===== config.mk =====
export PLATFORM = sky130hd
export DESIGN_NAME = aon_shadow_bank
export DESIGN_NICKNAME = d
export VERILOG_FILES = /design/src/rtl/shadow_pkg.sv /design/src/rtl/shadow_decode.sv /design/src/rtl/shadow_store.sv /design/src/rtl/shadow_replay.sv /design/src/rtl/aon_shadow_bank.sv
export SDC_FILE = /design/constraint.sdc
export NUM_CORES = 1
export LEC_CHECK = 0
export ABC_AREA = 1
export BUFFER_PORTS_ARGS = -buffer_cell sky130_fd_sc_hd__buf_2
export CORE_ASPECT_RATIO = 0.8
export CORE_MARGIN = 1
export CORE_UTILIZATION = 56
export CTS_CLUSTER_SIZE = 12
export DETAILED_ROUTE_END_ITERATION = 16
export GPL_TIMING_DRIVEN = 1
export PLACE_DENSITY = 0.76
export SETUP_SLACK_MARGIN = 0.4
export SLEW_MARGIN = 20
export SYNTH_ARGS = -nofsm -noshare
export SYNTH_HDL_FRONTEND = slang
export SYNTH_SLANG_ARGS = --single-unit

===== constraint.sdc =====
create_clock -name clk -period 1.91 [get_ports clk]
set_input_delay 0.4775 -clock clk [delete_from_list [all_inputs] [get_ports clk]]
set_output_delay 0.4775 -clock clk [all_outputs]
set_load 0.02 [all_outputs]

===== src/rtl/shadow_pkg.sv =====
package shadow_pkg;
  localparam int NUM_SLOTS = 24;
  localparam int SLOT_W    = 5;
  localparam int ENG_W     = 4;

  typedef struct packed {
    logic             ok;
    logic             dst;
    logic [ENG_W-1:0] eng;
  } smap_t;

  // Fixed sparse table: shadow slot -> engine and ring direction.
  function automatic smap_t slot_lookup(input logic [SLOT_W-1:0] s);
    smap_t m;
    m = '0;
    case (s)
      5'd0:  m = '{ok: 1'b1, dst: 1'b0, eng: 4'd0};
      5'd3:  m = '{ok: 1'b1, dst: 1'b0, eng: 4'd3};
      5'd4:  m = '{ok: 1'b1, dst: 1'b0, eng: 4'd4};
      5'd5:  m = '{ok: 1'b1, dst: 1'b0, eng: 4'd5};
      5'd7:  m = '{ok: 1'b1, dst: 1'b0, eng: 4'd7};
      5'd13: m = '{ok: 1'b1, dst: 1'b1, eng: 4'd1};
      5'd14: m = '{ok: 1'b1, dst: 1'b1, eng: 4'd2};
      5'd19: m = '{ok: 1'b1, dst: 1'b1, eng: 4'd7};
      5'd20: m = '{ok: 1'b1, dst: 1'b1, eng: 4'd8};
      5'd21: m = '{ok: 1'b1, dst: 1'b1, eng: 4'd9};
      5'd22: m = '{ok: 1'b1, dst: 1'b1, eng: 4'd10};
      5'd23: m = '{ok: 1'b1, dst: 1'b1, eng: 4'd11};
      default: m = '0;
    endcase
    return m;
  endfunction
endpackage


===== src/rtl/shadow_decode.sv =====
module shadow_decode
  import shadow_pkg::*;
(
  input  logic                 hw_valid,
  input  logic [SLOT_W-1:0]    hw_slot,
  output logic [NUM_SLOTS-1:0] hit,
  output logic                 bad
);
  smap_t cur;

  always_comb begin
    cur = slot_lookup(hw_slot);
    bad = hw_valid && !cur.ok;
  end

  for (genvar i = 0; i < NUM_SLOTS; i++) begin : g_hit
    localparam smap_t M = slot_lookup(SLOT_W'(i));
    if (M.ok) begin : g_map
      assign hit[i] = hw_valid && (hw_slot == SLOT_W'(i));
    end else begin : g_nomap
      assign hit[i] = 1'b0;
    end
  end
endmodule


===== src/rtl/shadow_store.sv =====
module shadow_store
  import shadow_pkg::*;
#(
  parameter int IDX_W = 16
) (
  input  logic                             clk,
  input  logic                             rst_n,
  input  logic [NUM_SLOTS-1:0]             hit,
  input  logic [IDX_W-1:0]                 hw_data,
  input  logic [NUM_SLOTS-1:0]             clr,
  input  logic [NUM_SLOTS-1:0]             req,
  output logic [NUM_SLOTS-1:0]             pend,
  output logic [NUM_SLOTS-1:0][IDX_W-1:0]  vals
);
  for (genvar i = 0; i < NUM_SLOTS; i++) begin : g_slot
    localparam smap_t M = slot_lookup(SLOT_W'(i));
    if (M.ok) begin : g_live
      always_ff @(posedge clk or negedge rst_n) begin
        if (!rst_n) begin
          pend[i] <= 1'b0;
          vals[i] <= '0;
        end else begin
          if (hit[i]) vals[i] <= hw_data;
          // issue wins: the sequencer consumed the newest value this cycle
          if (clr[i])                pend[i] <= 1'b0;
          else if (hit[i] || req[i]) pend[i] <= 1'b1;
        end
      end
    end else begin : g_dead
      assign pend[i] = 1'b0;
      assign vals[i] = '0;
    end
  end
endmodule


===== src/rtl/shadow_replay.sv =====
module shadow_replay
  import shadow_pkg::*;
#(
  parameter int IDX_W = 16
) (
  input  logic                             clk,
  input  logic                             rst_n,
  input  logic                             pwr_good,
  input  logic [NUM_SLOTS-1:0]             hit,
  input  logic [IDX_W-1:0]                 hw_data,
  input  logic [NUM_SLOTS-1:0]             pend,
  input  logic [NUM_SLOTS-1:0][IDX_W-1:0]  vals,
  output logic [NUM_SLOTS-1:0]             clr,
  output logic [NUM_SLOTS-1:0]             req,
  input  logic                             eg_ready,
  output logic                             eg_valid,
  output logic [ENG_W-1:0]                 eg_engine,
  output logic                             eg_dst,
  output logic [IDX_W-1:0]                 eg_data
);
  logic                 pg_q;
  logic                 out_v;
  logic [SLOT_W-1:0]    out_slot;
  logic [IDX_W-1:0]     out_data;
  logic [NUM_SLOTS-1:0] eff;
  logic [SLOT_W-1:0]    pick;
  logic                 any;
  logic                 load;
  smap_t                om;

  // Owed slots plus the write arriving now (bypass for the idle case).
  assign eff = pend | hit;
  assign any = |eff;

  always_comb begin
    pick = '0;
    for (int i = NUM_SLOTS - 1; i >= 0; i--) begin
      if (eff[i]) pick = SLOT_W'(i);
    end
  end

  assign load = pg_q && any && (!out_v || eg_ready);

  always_comb begin
    clr = '0;
    req = '0;
    if (load) clr[pick] = 1'b1;
    if (!pg_q && out_v && !eg_ready) req[out_slot] = 1'b1;
  end

  always_ff @(posedge clk or negedge rst_n) begin
    if (!rst_n) begin
      pg_q     <= 1'b0;
      out_v    <= 1'b0;
      out_slot <= '0;
      out_data <= '0;
    end else begin
      pg_q <= pwr_good;
      if (!pg_q) begin
        out_v <= 1'b0;
      end else if (load) begin
        out_v    <= 1'b1;
        out_slot <= pick;
        out_data <= hit[pick] ? hw_data : vals[pick];
      end else if (out_v && eg_ready) begin
        out_v <= 1'b0;
      end
    end
  end

  assign om        = slot_lookup(out_slot);
  assign eg_valid  = out_v;
  assign eg_engine = om.eng;
  assign eg_dst    = om.dst;
  assign eg_data   = out_data;

  // presented write holds under back-pressure while power stays up
  a_r10_hold: assert property (@(posedge clk) disable iff (!rst_n)
    (eg_valid && !eg_ready && pg_q && pwr_good) |=>
      (eg_valid && $stable(eg_engine) && $stable(eg_dst) && $stable(eg_data)));

  // nothing presented once the domain is seen unpowered
  a_r5_quiet: assert property (@(posedge clk) disable iff (!rst_n)
    !pg_q |=> !eg_valid);

  // idle, powered, nothing owed: the write appears next cycle unchanged
  a_r8_forward: assert property (@(posedge clk) disable iff (!rst_n)
    ((|hit) && pg_q && (pend == '0) && !eg_valid) |=>
      (eg_valid && eg_data == $past(hw_data)));
endmodule


===== src/rtl/aon_shadow_bank.sv =====
module aon_shadow_bank
  import shadow_pkg::*;
#(
  parameter int IDX_W = 16
) (
  input  logic                 clk,
  input  logic                 rst_n,
  input  logic                 pwr_good,
  input  logic                 hw_valid,
  output logic                 hw_ready,
  input  logic [SLOT_W-1:0]    hw_slot,
  input  logic [IDX_W-1:0]     hw_data,
  output logic                 eg_valid,
  input  logic                 eg_ready,
  output logic [ENG_W-1:0]     eg_engine,
  output logic                 eg_dst,
  output logic [IDX_W-1:0]     eg_data,
  output logic                 map_err
);
  logic [NUM_SLOTS-1:0]            hit, clr, req, pend;
  logic [NUM_SLOTS-1:0][IDX_W-1:0] vals;
  logic                            bad;
  logic                            err_q;

  shadow_decode u_dec (
    .hw_valid (hw_valid),
    .hw_slot  (hw_slot),
    .hit      (hit),
    .bad      (bad)
  );

  shadow_store #(.IDX_W(IDX_W)) u_store (
    .clk     (clk),
    .rst_n   (rst_n),
    .hit     (hit),
    .hw_data (hw_data),
    .clr     (clr),
    .req     (req),
    .pend    (pend),
    .vals    (vals)
  );

  shadow_replay #(.IDX_W(IDX_W)) u_seq (
    .clk       (clk),
    .rst_n     (rst_n),
    .pwr_good  (pwr_good),
    .hit       (hit),
    .hw_data   (hw_data),
    .pend      (pend),
    .vals      (vals),
    .clr       (clr),
    .req       (req),
    .eg_ready  (eg_ready),
    .eg_valid  (eg_valid),
    .eg_engine (eg_engine),
    .eg_dst    (eg_dst),
    .eg_data   (eg_data)
  );

  always_ff @(posedge clk or negedge rst_n) begin
    if (!rst_n) err_q <= 1'b0;
    else if (bad) err_q <= 1'b1;
  end

  assign map_err  = err_q;
  assign hw_ready = rst_n;

  // flag never clears on its own
  a_r3_sticky: assert property (@(posedge clk) disable iff (!rst_n)
    map_err |=> map_err);

  // an unmapped slot write raises the flag next cycle
  a_r3_flag: assert property (@(posedge clk) disable iff (!rst_n)
    (hw_valid && !slot_lookup(hw_slot).ok) |=> map_err);
endmodule


==> flow_metrics.env <==
export IMPL_failing_checks="hold timing, setup timing"
export IMPL_aggregate_routed_wire_length_um=39540
export IMPL_worst_r2r_endpoint="u_seq.eg_data[15]"
export IMPL_synth_cell_area_um2=11590
export IMPL_cts_inserted_buffers=24
export IMPL_r2r_start="u_store.pend[23]"
export IMPL_numPortBuffers=49
export IMPL_grt_setup_unrepaired="true"
export IMPL_grt_pass1_vias=11380
export IMPL_clock_root_buffer="clkbuf_16"
export IMPL_route_detailed_drc=0
export IMPL_final_setup_viol_count=39
export IMPL_internal_power_mw=16.06
export IMPL_ctsLongestPathBuffers=3
export IMPL_antenna_violations_before_repair=0
export IMPL_fin_nets=1794
export IMPL_critPathSlowestCell="dfrtp_1"
export IMPL_cts_tree="built"
export IMPL_clkLatencyLatePin_ns=0.54
export IMPL_wire_per_inst_um=19.42
export IMPL_drive_above_1_share_pct=27.31
export IMPL_vias=11820
export IMPL_number_of_register_bits_inferred_by_synthesis=228
export IMPL_floorplan_die_width_um=162.9
export IMPL_critical_path_buf_inv_count=3
export IMPL_ios=50
export IMPL_pwr_density_cell_nw_per_um2=1755
export IMPL_worst_setup_path_start_kind="flop"
export IMPL_worstPathCellList="inv_1, nand2_2, nand2_2, nand2_2, nand2_2, nand2_2, nand2_4, nand2_8, nand2_8, buf_12, clkbuf_16, nand2_1, nand2_1, nand2_1, nand2_1, nand2_1, nand2_1, nand2_2, nor2_2, nand2_2, nand3_2, nand2_1"
export IMPL_grt_remaining_overflow=0
export IMPL_max_cap_violations=0
export IMPL_clock_net_sink_count=228
export IMPL_layout_cells_most_common="nand2_1"
export IMPL_critical_path_max_fanout=8
export IMPL_timing_critical_path_required_ns=2.33
export IMPL_sequential_to_total_area_share_from_yosys_stat_pct=49.22
export IMPL_core_area_um2=20030
export IMPL_routabilityCongestion=0.9038
export IMPL_flow_area_growth_from_synthesis_pct=37.57
export IMPL_fmax_mhz=410.2
export IMPL_ctsHtreeMaxLevel=1
export IMPL_post_dp_hpwl_um=21930
export IMPL_ff2ff_path_depth=22
export IMPL_post_synth_num_cell_types=37
export IMPL_netSwitchingFraction_pct=42.62
export IMPL_layout_cells_most_common_list="460 x nand2_1, 226 x dfrtp_1, 188 x o21ai_0, 130 x inv_1, 121 x buf_4"
export IMPL_drv_slew=0
export IMPL_core_rowCount=46
export IMPL_vdd_ir_drop_max_uv=1089
export IMPL_worst_max_slew_pin_slew_ns=0.8398
export IMPL_timing_final_ws_setup_ns=-0.5278
export IMPL_leakage_nw=7.906
export IMPL_synthesis_instances=1567
export IMPL_syn_nets=1602
export IMPL_ff2ff_setup_slack_ns=-0.53
export IMPL_synth_edf_count=0
export IMPL_groute_usage_overall_pct=35.17
export IMPL_worst_ep_arrival_time_ns=2.86
export IMPL_antenna_cells=0
export IMPL_crit_path_max_incr_delay_ns=0.42
export IMPL_max_slew_margin_pct=44.01
export IMPL_route_antenna_remaining_nets=0
export IMPL_detail_route_iter0_violations=1214
export IMPL_initial_core_util_pct=57.88
export IMPL_die_area_um2=21280
export IMPL_synthesis_yosys_warnings=0
export IMPL_clk_slew_on_worst_s_h_paths_ns=0.06
export IMPL_p_comb_share_pct=59.7
export IMPL_crit_family="simple AND/OR/NAND/NOR gates"
export IMPL_p_sw_mw=11.92
export IMPL_post_synthesis_average_cell_area_um2=7.398
export IMPL_drt_first_pass_iters=5
export IMPL_fin_crit_sh_pct=127.6
export IMPL_final_hold_worst_slack_ns=-0.001126
export IMPL_avgViaCountPerCell=5.806
export IMPL_synthFlopType="dfrtp_1"
export IMPL_grt_first_pass_wirelength_um=58640
export IMPL_grt_start_max_net_pins=133
export IMPL_cp_end_kind="flop"
export IMPL_hold_viol=1
export IMPL_run_status="complete, but fails checks"
export IMPL_worstHoldPathType="in -> async"
export IMPL_detailedPlace_worstSlack_ns=-1.050
export IMPL_final_setup_skew_ns=0.01017
export IMPL_period_needed_ns=2.438
export IMPL_pwr_share_clk_pct=16.4
export IMPL_critical_path_class="reg -> reg"
export IMPL_share_seq_of_total_power_pct=23.9
export IMPL_postSynth_asyncResetShare_pct=100.0
export IMPL_floorplan_die_height_um=130.7
==> stage by stage <==
stage / TNS, ns / area [um^2] / total power [mW] / util, % / instances
6_report: -12.63 / 15950 / 27.98 / 79.62 / 2036
5_1_grt: -15.15 / 15950 / 29.37 / 79.62 / 2036
4_1_cts: -6.147 / 15220 / 25.25 / 75.97 / 2003
3_5_place_dp: -28.51 / 13260 / 18.03 / 66.21 / 1912
3_3_place_gp: -26.81 / 13260 / 17.82 / 66.21 / 1912
2_1_floorplan: -9.422 / 11990 / 13.75 / - / 1567
==> per-layer routing <==
layer | wire length (um) | up-vias | track usage, % | share of wire [%]
li1 | - | 5342 | - | -
met4 | 2155 | 0 | 16.27 | 5.5
met3 | 3092 | 178 | 4.672 | 7.8
met2 | 18550 | 626 | 58.50 | 47
met1 | 15740 | 5675 | 46.29 | 40
met5 | 0 | - | 0 | 0
==> kinds of logic (layout without fill, tap and decap cells) <==
kind of cell,Yosys count,in the layout,share of synthesized area [%]
AND/OR/NAND/NOR,832,834,29.89
flip-flops,228,228,49.22
AO/OA/AOI/OAI,257,257,11.52
buffers and inverters,241,444,8.408
adder cells (fa/ha/maj),9,9,0.9714
==> cell usage after synthesis, types with 3 or more instances <==
| library cell | n | area share (%) |
|---|---|---|
| clkbuf_1 | 50 | 1.6 |
| o21ai_0 | 198 | 8.5 |
| a31oi_1 | 6 | 0.32 |
| nor2_1 | 128 | 4.1 |
| nand3_2 | 5 | 0.43 |
| buf_1 | 3 | 0.097 |
| nand3_1 | 130 | 5.6 |
| inv_2 | 15 | 0.49 |
| nor2_2 | 8 | 0.43 |
| o21ai_1 | 11 | 0.47 |
| nand2_1 | 527 | 17 |
| nor3_1 | 5 | 0.22 |
| dfrtp_1 | 228 | 49 |
| buf_6 | 3 | 0.29 |
| nand2_2 | 3 | 0.16 |
| buf_4 | 6 | 0.39 |
| buf_2 | 20 | 0.86 |
| ha_1 | 9 | 0.97 |
| inv_1 | 144 | 4.7 |
| a21oi_1 | 30 | 1.3 |
| nand3b_1 | 16 | 1.0 |
| a21oi_2 | 3 | 0.23 |
==> worst max path at each step <==
stage                     start           endpoint  slack (ns)  cells past startpoint
6_report       u_store.pend[23]  u_seq.eg_data[15]       -0.53                     22
5_1_grt        u_store.pend[23]   u_seq.eg_data[0]       -0.65                     21
4_1_cts        u_store.pend[22]   u_seq.eg_data[3]       -0.32                     20
3_5_place_dp         hw_slot[1]   u_seq.eg_data[3]       -1.05                     22
3_3_place_gp         hw_slot[1]   u_seq.eg_data[3]       -0.99                     22
2_1_floorplan        hw_slot[0]  u_seq.eg_data[10]       -0.48                     20
==> area by class of cell <==
cell class                 instances  area, um^2
timing repair buffer             246        2618
tap                              264       330.3
clock inverter                     3       65.06
multi-input combinational       1100        5867
clock buffer                      36       695.7
inverter                         159       664.4
sequential                       228        5708
fill                            1323        4081
==> flip-flops by register name (all words and copies together) (netlist names) <==
register        cells
map_err             1
u_seq.eg_data      16
u_seq.eg_valid      1
u_seq.out_slot      5
u_seq.pg_q          1
u_store.pend       12
u_store.vals      192
==> power groups by stage <==
stage                     registers (mW)  logic, mW  clock network (mW)
after floorplan                     6.69       7.06                   0
final                               6.68       16.7                4.60
after global placement              6.61       11.2                   0
after CTS                           6.62       14.0                4.63
after detailed placement            6.65       11.4                   0
after global routing                6.77       17.8                4.81
==> what timing repair did <==
item                       CTS  global route
setup endpoints to repair   57            57
gates resized for setup    185           105
pin swaps                   46            89
buffers inserted            47            25
hold buffers                 0             0
cloned                       5             8
Note: power is estimated with default switching activity, not from simulation.
